[src/rtl/exc_pkg.sv]
package exc_pkg;
  localparam int CODE_W  = 3;
  localparam int RES_BIT = 0;
  localparam int NMI_BIT = 1;
  localparam int INT_BIT = 2;
  typedef logic [CODE_W-1:0] exc_code_t;
  localparam exc_code_t CODE_RESET = 3'b110;
endpackage

[src/rtl/exc_line_sync.sv]
module exc_line_sync (
  input  logic clk_i,
  input  logic rst_ni,
  input  logic reset_line_ni,
  input  logic nmi_ni,
  output logic hold_o,
  output logic reset_rise_o,
  output logic nmi_fall_o
);
  logic res_q, nmi_q;

  always_ff @(posedge clk_i or negedge rst_ni) begin
    if (!rst_ni) begin
      res_q <= 1'b0;
      nmi_q <= 1'b1;
    end else begin
      res_q <= reset_line_ni;
      nmi_q <= nmi_ni;
    end
  end

  assign hold_o       = ~res_q;
  assign reset_rise_o = reset_line_ni & ~res_q;
  assign nmi_fall_o   = nmi_q & ~nmi_ni;

  AST_RISE_SINGLE: assert property (@(posedge clk_i) disable iff (!rst_ni)
    reset_rise_o |=> !reset_rise_o && !hold_o);
  AST_FALL_SINGLE: assert property (@(posedge clk_i) disable iff (!rst_ni)
    nmi_fall_o |=> !nmi_fall_o);
endmodule

[src/rtl/exc_arbiter.sv]
module exc_arbiter
  import exc_pkg::*;
(
  input  logic      load_i,
  input  logic      exc_q_i,
  input  logic      acked_i,
  input  exc_code_t code_q_i,
  input  logic      nmi_pend_i,
  input  logic      int_low_i,
  input  logic      irq_disable_i,
  output logic      next_exc_o,
  output logic      fresh_o,
  output exc_code_t code_new_o,
  output logic      nmi_clr_o,
  output logic      inhibit_o
);
  logic stay, nmi_served, nmi_eff, int_take, req;

  always_comb begin
    stay       = exc_q_i & ~acked_i;
    nmi_served = exc_q_i & ~code_q_i[NMI_BIT];
    nmi_eff    = nmi_pend_i & ~nmi_served;
    int_take   = int_low_i & ~irq_disable_i;
    req        = nmi_eff | int_take;
    next_exc_o = stay | req;
    fresh_o    = load_i & ~stay & req;
    nmi_clr_o  = load_i & nmi_served & acked_i;
    inhibit_o  = load_i & next_exc_o;
    code_new_o = '1;
    code_new_o[NMI_BIT] = ~nmi_eff;
    code_new_o[INT_BIT] = ~int_low_i;
  end
endmodule

[src/rtl/exc_vector_map.sv]
module exc_vector_map
  import exc_pkg::*;
#(
  parameter int               ADDR_W  = 16,
  parameter logic [ADDR_W-1:0] VEC_RES = 16'hFFFC,
  parameter logic [ADDR_W-1:0] VEC_NMI = 16'hFFFA,
  parameter logic [ADDR_W-1:0] VEC_INT = 16'hFFFE
) (
  input  exc_code_t          code_i,
  output logic [ADDR_W-1:0]  vec_o
);
  always_comb begin
    if (!code_i[RES_BIT])      vec_o = VEC_RES;
    else if (!code_i[NMI_BIT]) vec_o = VEC_NMI;
    else                       vec_o = VEC_INT;
  end
endmodule

[src/rtl/exc_capture.sv]
module exc_capture
  import exc_pkg::*;
#(
  parameter int                OPC_W   = 8,
  parameter int                ADDR_W  = 16,
  parameter logic [ADDR_W-1:0] VEC_RES = 16'hFFFC,
  parameter logic [ADDR_W-1:0] VEC_NMI = 16'hFFFA,
  parameter logic [ADDR_W-1:0] VEC_INT = 16'hFFFE
) (
  input  logic              clk_i,
  input  logic              rst_ni,
  input  logic              reset_line_ni,
  input  logic              nmi_ni,
  input  logic              int_ni,
  input  logic              irq_disable_i,
  input  logic              ir_load_i,
  input  logic              exc_ack_i,
  output logic              cpu_hold_o,
  output logic              exc_o,
  output logic [OPC_W-1:0]  sub_opcode_o,
  output logic              pc_inc_inhibit_o,
  output logic [ADDR_W-1:0] vector_addr_o
);
  localparam int PAD_W = OPC_W - CODE_W;

  logic      hold, rise, fall, ld_ok, acked;
  logic      exc_q, ackd_q, nmi_pend_q;
  exc_code_t code_q, code_new;
  logic      next_exc, fresh, nmi_clr, inhibit;

  exc_line_sync i_sync (
    .clk_i, .rst_ni, .reset_line_ni, .nmi_ni,
    .hold_o(hold), .reset_rise_o(rise), .nmi_fall_o(fall)
  );

  assign ld_ok = ir_load_i & ~hold & reset_line_ni;
  assign acked = ackd_q | exc_ack_i;

  exc_arbiter i_arb (
    .load_i(ld_ok), .exc_q_i(exc_q), .acked_i(acked), .code_q_i(code_q),
    .nmi_pend_i(nmi_pend_q), .int_low_i(~int_ni), .irq_disable_i,
    .next_exc_o(next_exc), .fresh_o(fresh), .code_new_o(code_new),
    .nmi_clr_o(nmi_clr), .inhibit_o(inhibit)
  );

  always_ff @(posedge clk_i or negedge rst_ni) begin
    if (!rst_ni) begin
      exc_q      <= 1'b0;
      ackd_q     <= 1'b0;
      nmi_pend_q <= 1'b0;
      code_q     <= '1;
    end else if (!reset_line_ni) begin
      exc_q      <= 1'b0;
      ackd_q     <= 1'b0;
      nmi_pend_q <= 1'b0;
      code_q     <= '1;
    end else if (rise) begin
      exc_q      <= 1'b1;
      ackd_q     <= 1'b0;
      nmi_pend_q <= 1'b0;
      code_q     <= CODE_RESET;
    end else begin
      nmi_pend_q <= (nmi_pend_q & ~nmi_clr) | fall;
      if (ld_ok) begin
        exc_q  <= next_exc;
        ackd_q <= 1'b0;
        if (fresh) code_q <= code_new;
      end else if (exc_ack_i && exc_q) begin
        ackd_q <= 1'b1;
      end
    end
  end

  exc_vector_map #(.ADDR_W(ADDR_W), .VEC_RES(VEC_RES), .VEC_NMI(VEC_NMI),
                   .VEC_INT(VEC_INT)) i_vec (
    .code_i(code_q), .vec_o(vector_addr_o)
  );

  assign cpu_hold_o       = hold;
  assign exc_o            = exc_q;
  assign sub_opcode_o     = exc_q ? {{PAD_W{1'b1}}, code_q} : '0;
  assign pc_inc_inhibit_o = inhibit;

  AST_HOLD_QUIET: assert property (@(posedge clk_i) disable iff (!rst_ni)
    cpu_hold_o |-> !exc_o && !pc_inc_inhibit_o);
  AST_RESET_ENTRY: assert property (@(posedge clk_i) disable iff (!rst_ni)
    $fell(cpu_hold_o) |-> exc_o && sub_opcode_o[CODE_W-1:0] == CODE_RESET);
  AST_EXC_RISE_CAUSE: assert property (@(posedge clk_i) disable iff (!rst_ni)
    $rose(exc_o) |-> $past(ir_load_i) || $past(cpu_hold_o));
  AST_EXC_FALL_CAUSE: assert property (@(posedge clk_i) disable iff (!rst_ni)
    $fell(exc_o) |-> $past(ir_load_i) || !$past(reset_line_ni));
  AST_OPC_STABLE: assert property (@(posedge clk_i) disable iff (!rst_ni)
    exc_o && !ir_load_i && reset_line_ni |=> exc_o && $stable(sub_opcode_o));
  AST_INHIBIT_AT_LOAD: assert property (@(posedge clk_i) disable iff (!rst_ni)
    pc_inc_inhibit_o |-> ir_load_i && reset_line_ni);
  AST_INHIBIT_ENTERS: assert property (@(posedge clk_i) disable iff (!rst_ni)
    pc_inc_inhibit_o |=> exc_o);
endmodule

[config.mk]
export PLATFORM = sky130hd
export DESIGN_NAME = exc_capture
export DESIGN_NICKNAME = d
export VERILOG_FILES = /design/src/rtl/exc_pkg.sv /design/src/rtl/exc_line_sync.sv /design/src/rtl/exc_arbiter.sv /design/src/rtl/exc_vector_map.sv /design/src/rtl/exc_capture.sv
export SDC_FILE = /design/constraint.sdc
export NUM_CORES = 1
export LEC_CHECK = 0
export BUFFER_PORTS_ARGS = -buffer_cell sky130_fd_sc_hd__clkbuf_2
export CAP_MARGIN = 20
export CORE_MARGIN = 2
export CORE_UTILIZATION = 36
export DETAILED_ROUTE_END_ITERATION = 10
export MAX_ROUTING_LAYER = met4
export PLACE_DENSITY = 0.73
export REMOVE_ABC_BUFFERS = 1
export SYNTH_ARGS = -nofsm -noshare
export SYNTH_HDL_FRONTEND = slang
export SYNTH_SLANG_ARGS = --single-unit
[constraint.sdc]
create_clock -name clk_i -period 1.3 [get_ports clk_i]
set_clock_uncertainty 0.1 [all_clocks]
set_input_delay 0.065 -clock clk_i [delete_from_list [all_inputs] [get_ports clk_i]]
set_output_delay 0.065 -clock clk_i [all_outputs]
set_load 0.02 [all_outputs]
==> impl_metrics.ini <==
[drt]
via_per_inst = 4.67
drtPass1Iterations = 1
vias = 523
wirelength_um = 1350
ant_nets = 0
drtIter0Drc = 0
avgRoutedWirePerCell_um = 12.1
route.detailed.drc = 0

[hold_path]
hp-start = reset_line_ni
whs_path_depth = 3
hp-class = in2reg
worstHoldEndpoint = nmi_pend_q

[yosys]
synth_edf_count = 0
synthTopCellsByCount = 20 x buf_4, 5 x a21oi_1, 4 x dfrtp_1, 4 x dfstp_2
synth_cells = 61
yosys.area.top_type_share = 0.275
synth.distinct_cells = 21
ys_seq_elements = 8
yosysMostFrequentCell = buf_4
synthTopCellsByArea = buf_4 28%, dfstp_2 19%, dfrtp_1 18%
synth_area_sq_um = 546
yosys_warnings = 0
seq_area_frac_synth = 0.376
synth_top_cell_by_area = buf_4
avgSynthCellArea_sq_um = 8.94
synth-main-ff-cell = dfstp_2
synth-async-reset-ratio = 1.00

[placement]
pre_cts_ws_ns = -0.0597
place_congestion = 0.740
numPortBuffers = 20
place_hpwl_um = 852

[die]
initial_core_util = 0.375
core_area_sq_mm = 0.00145
die_y_um = 42.9
io-pin-count = 35
die_w_um = 42.9
die-area_sq_mm = 0.00184
rows = 14

[cells_and_area]
drive_gt1_frac = 0.583
num_antenna_cells = 0
fin_util = 0.641
fillCellCount = 125
seqCellArea_sq_um = 205
fin_nets = 105
syn_to_final_growth_pct = 70.9
multi_input_area_sq_um = 312

[global_route]
grt_max_degree = 9
grt_usage = 0.152
grt_overflow = 0
grt_pass1_vias = 525
grt_pass1_wl_um = 2060
antenna_found_initial = 0

[sta]
setup_viol_count_final = 14
hold_violations = 0
finalMaxSlewViolations = 0
rsz0062_at_grt = true
period_needed_ns = 1.52
finalCritPeriodShare = 1.17
fmax_mhz = 658
setup_ws_ns = -0.221

[power_and_ir_drop]
cellPowerDensity_mw_per_mm2 = 824
p_leak_nw = 0.466
vdd_ir_drop_max_v = 0.000572

[clock_network]
htreeDepth = 1
clock_insertion_delay_worst_skew_ns = 0.25
cts_tree = built
cts_sinks = 8
cts.clk_slew.worst_paths_ns = 0.05
cts_max_path_buffers = 2
root_buffer = clkbuf_4
cts_buffers = 3

[outcome]
status = finished, violations left
failed_checks = negative setup slack

[critical_path]
critPathArrivalTime_ns = 1.36
cp-end-kind = primary output
regToRegEndpoint = code_q[1]
critical_path_required_ns = 1.13
worst_setup_path_start_kind = flip-flop
reg2reg_depth = 5
ff2ff_setup_slack_ns = -0.11
timing.rr.start = code_q[1]
critPathKind = reg2out
worstPathMaxFanout = 2

[run]
max_cap_violations = 0
through the flow:
stage                     hold WS, ns  cells  TNS, ns  instance area, sq um  power [W]
final                          0.0440    112   -0.675                   932   0.000768
after global placement         -0.184     94  -0.0843                   598   0.000448
after detailed placement       -0.182     94   -0.162                   598   0.000452
after global routing           0.0795    112    -1.27                   932   0.000813
after CTS                      0.0363    109   -0.794                   813   0.000725
after floorplan                -0.331     53    -5.56                   440   0.000387
logic make-up (layout without fill, tap and decap cells):
group                  count (synthesis)  in the layout  synth area share
AO/OA/AOI/OAI                         14             14             0.161
buffers and inverters                 22             45             0.289
flip-flops                             8              8             0.376
multiplexers                           1              1            0.0183
other                                  2             14            0.0138
AND/OR/NAND/NOR                       14             14             0.142
layout make-up:
type	count	area share
repair buffers	39	0.388
multi-input cells	43	0.334
flip-flops and latches	8	0.220
clock buffers	4	0.0282
well taps	16	0.0215
inverters	2	0.00805
layout by cell type, fill, tap and decap left out:
master / synthesis / routed
buf_8: 0 / 5
and2_4: 0 / 3
nor2_1: 2 / 1
clkbuf_2: 0 / 9
a21oi_2: 0 / 2
buf_4: 20 / 9
a21o_1: 1 / 1
a31oi_1: 1 / 1
nand3_2: 0 / 1
inv_1: 2 / 2
nor2_4: 0 / 1
a211oi_1: 2 / 1
o21ai_1: 0 / 1
mux2i_1: 1 / 1
dfrtp_1: 4 / 4
conb_1: 2 / 14
clkbuf_4: 0 / 3
nand2b_4: 0 / 2
nor3_1: 1 / 1
nand2b_1: 3 / 1
a21oi_4: 0 / 1
a41oi_1: 1 / 1
o21ai_2: 0 / 1
nand2_1: 2 / 2
nand4_1: 1 / 1
o31ai_4: 0 / 1
a21oi_1: 5 / 2
or3b_4: 0 / 1
dfstp_2: 4 / 4
clkbuf_1: 0 / 1
o31ai_2: 0 / 1
a211oi_2: 0 / 1
dlygate4sd3_1: 0 / 5
buf_6: 0 / 11
sequential cells by signal (all words and copies together) (netlist names):
name / flops
i_sync.res_q: 1
i_sync.nmi_q: 1
code_q: 3
nmi_pend_q: 1
exc_o: 1
ackd_q: 1
routing by layer:
metal,track usage,part of all wire
met5,-,0
met4,0.0938,0.011
met3,0.0170,0.067
met2,0.261,0.54
met1,0.166,0.38
how the worst max path moves through the flow:
| stage | from | endpoint | slack (ns) | cells after the start |
|---|---|---|---|---|
| 4_1_cts | ackd_q | pc_inc_inhibit_o | -0.25 | 3 |
| 2_1_floorplan | exc_o | pc_inc_inhibit_o | -1.01 | 2 |
| 3_3_place_gp | code_q[1] | code_q[2] | -0.06 | 5 |
| 5_1_grt | code_q[1] | pc_inc_inhibit_o | -0.28 | 4 |
| 6_report | code_q[1] | pc_inc_inhibit_o | -0.22 | 4 |
| 3_5_place_dp | code_q[1] | code_q[2] | -0.06 | 5 |
timing repair:
action,in CTS,in global routing
hold endpoints to repair,16,0
setup buffers,6,3
setup endpoints to repair,8,16
pin swaps,3,3
gates resized for setup,25,34
hold buffers,5,0
power breakdown:
part / switching (W) / total [W] / internal [W]
registers: 0.0000113 / 0.000275 / 0.000264
clock network: 0.0000787 / 0.000196 / 0.000117
logic: 0.000160 / 0.000297 / 0.000137
total: 0.000250 / 0.000768 / 0.000519
critical path: stages (launching register included):
cell and delay [ns]:
dfstp_2 0.54, nand2b_4 0.13, a21oi_2 0.07, a211oi_2 0.21, buf_4 0.16
(Power assumes the default switching activity.)
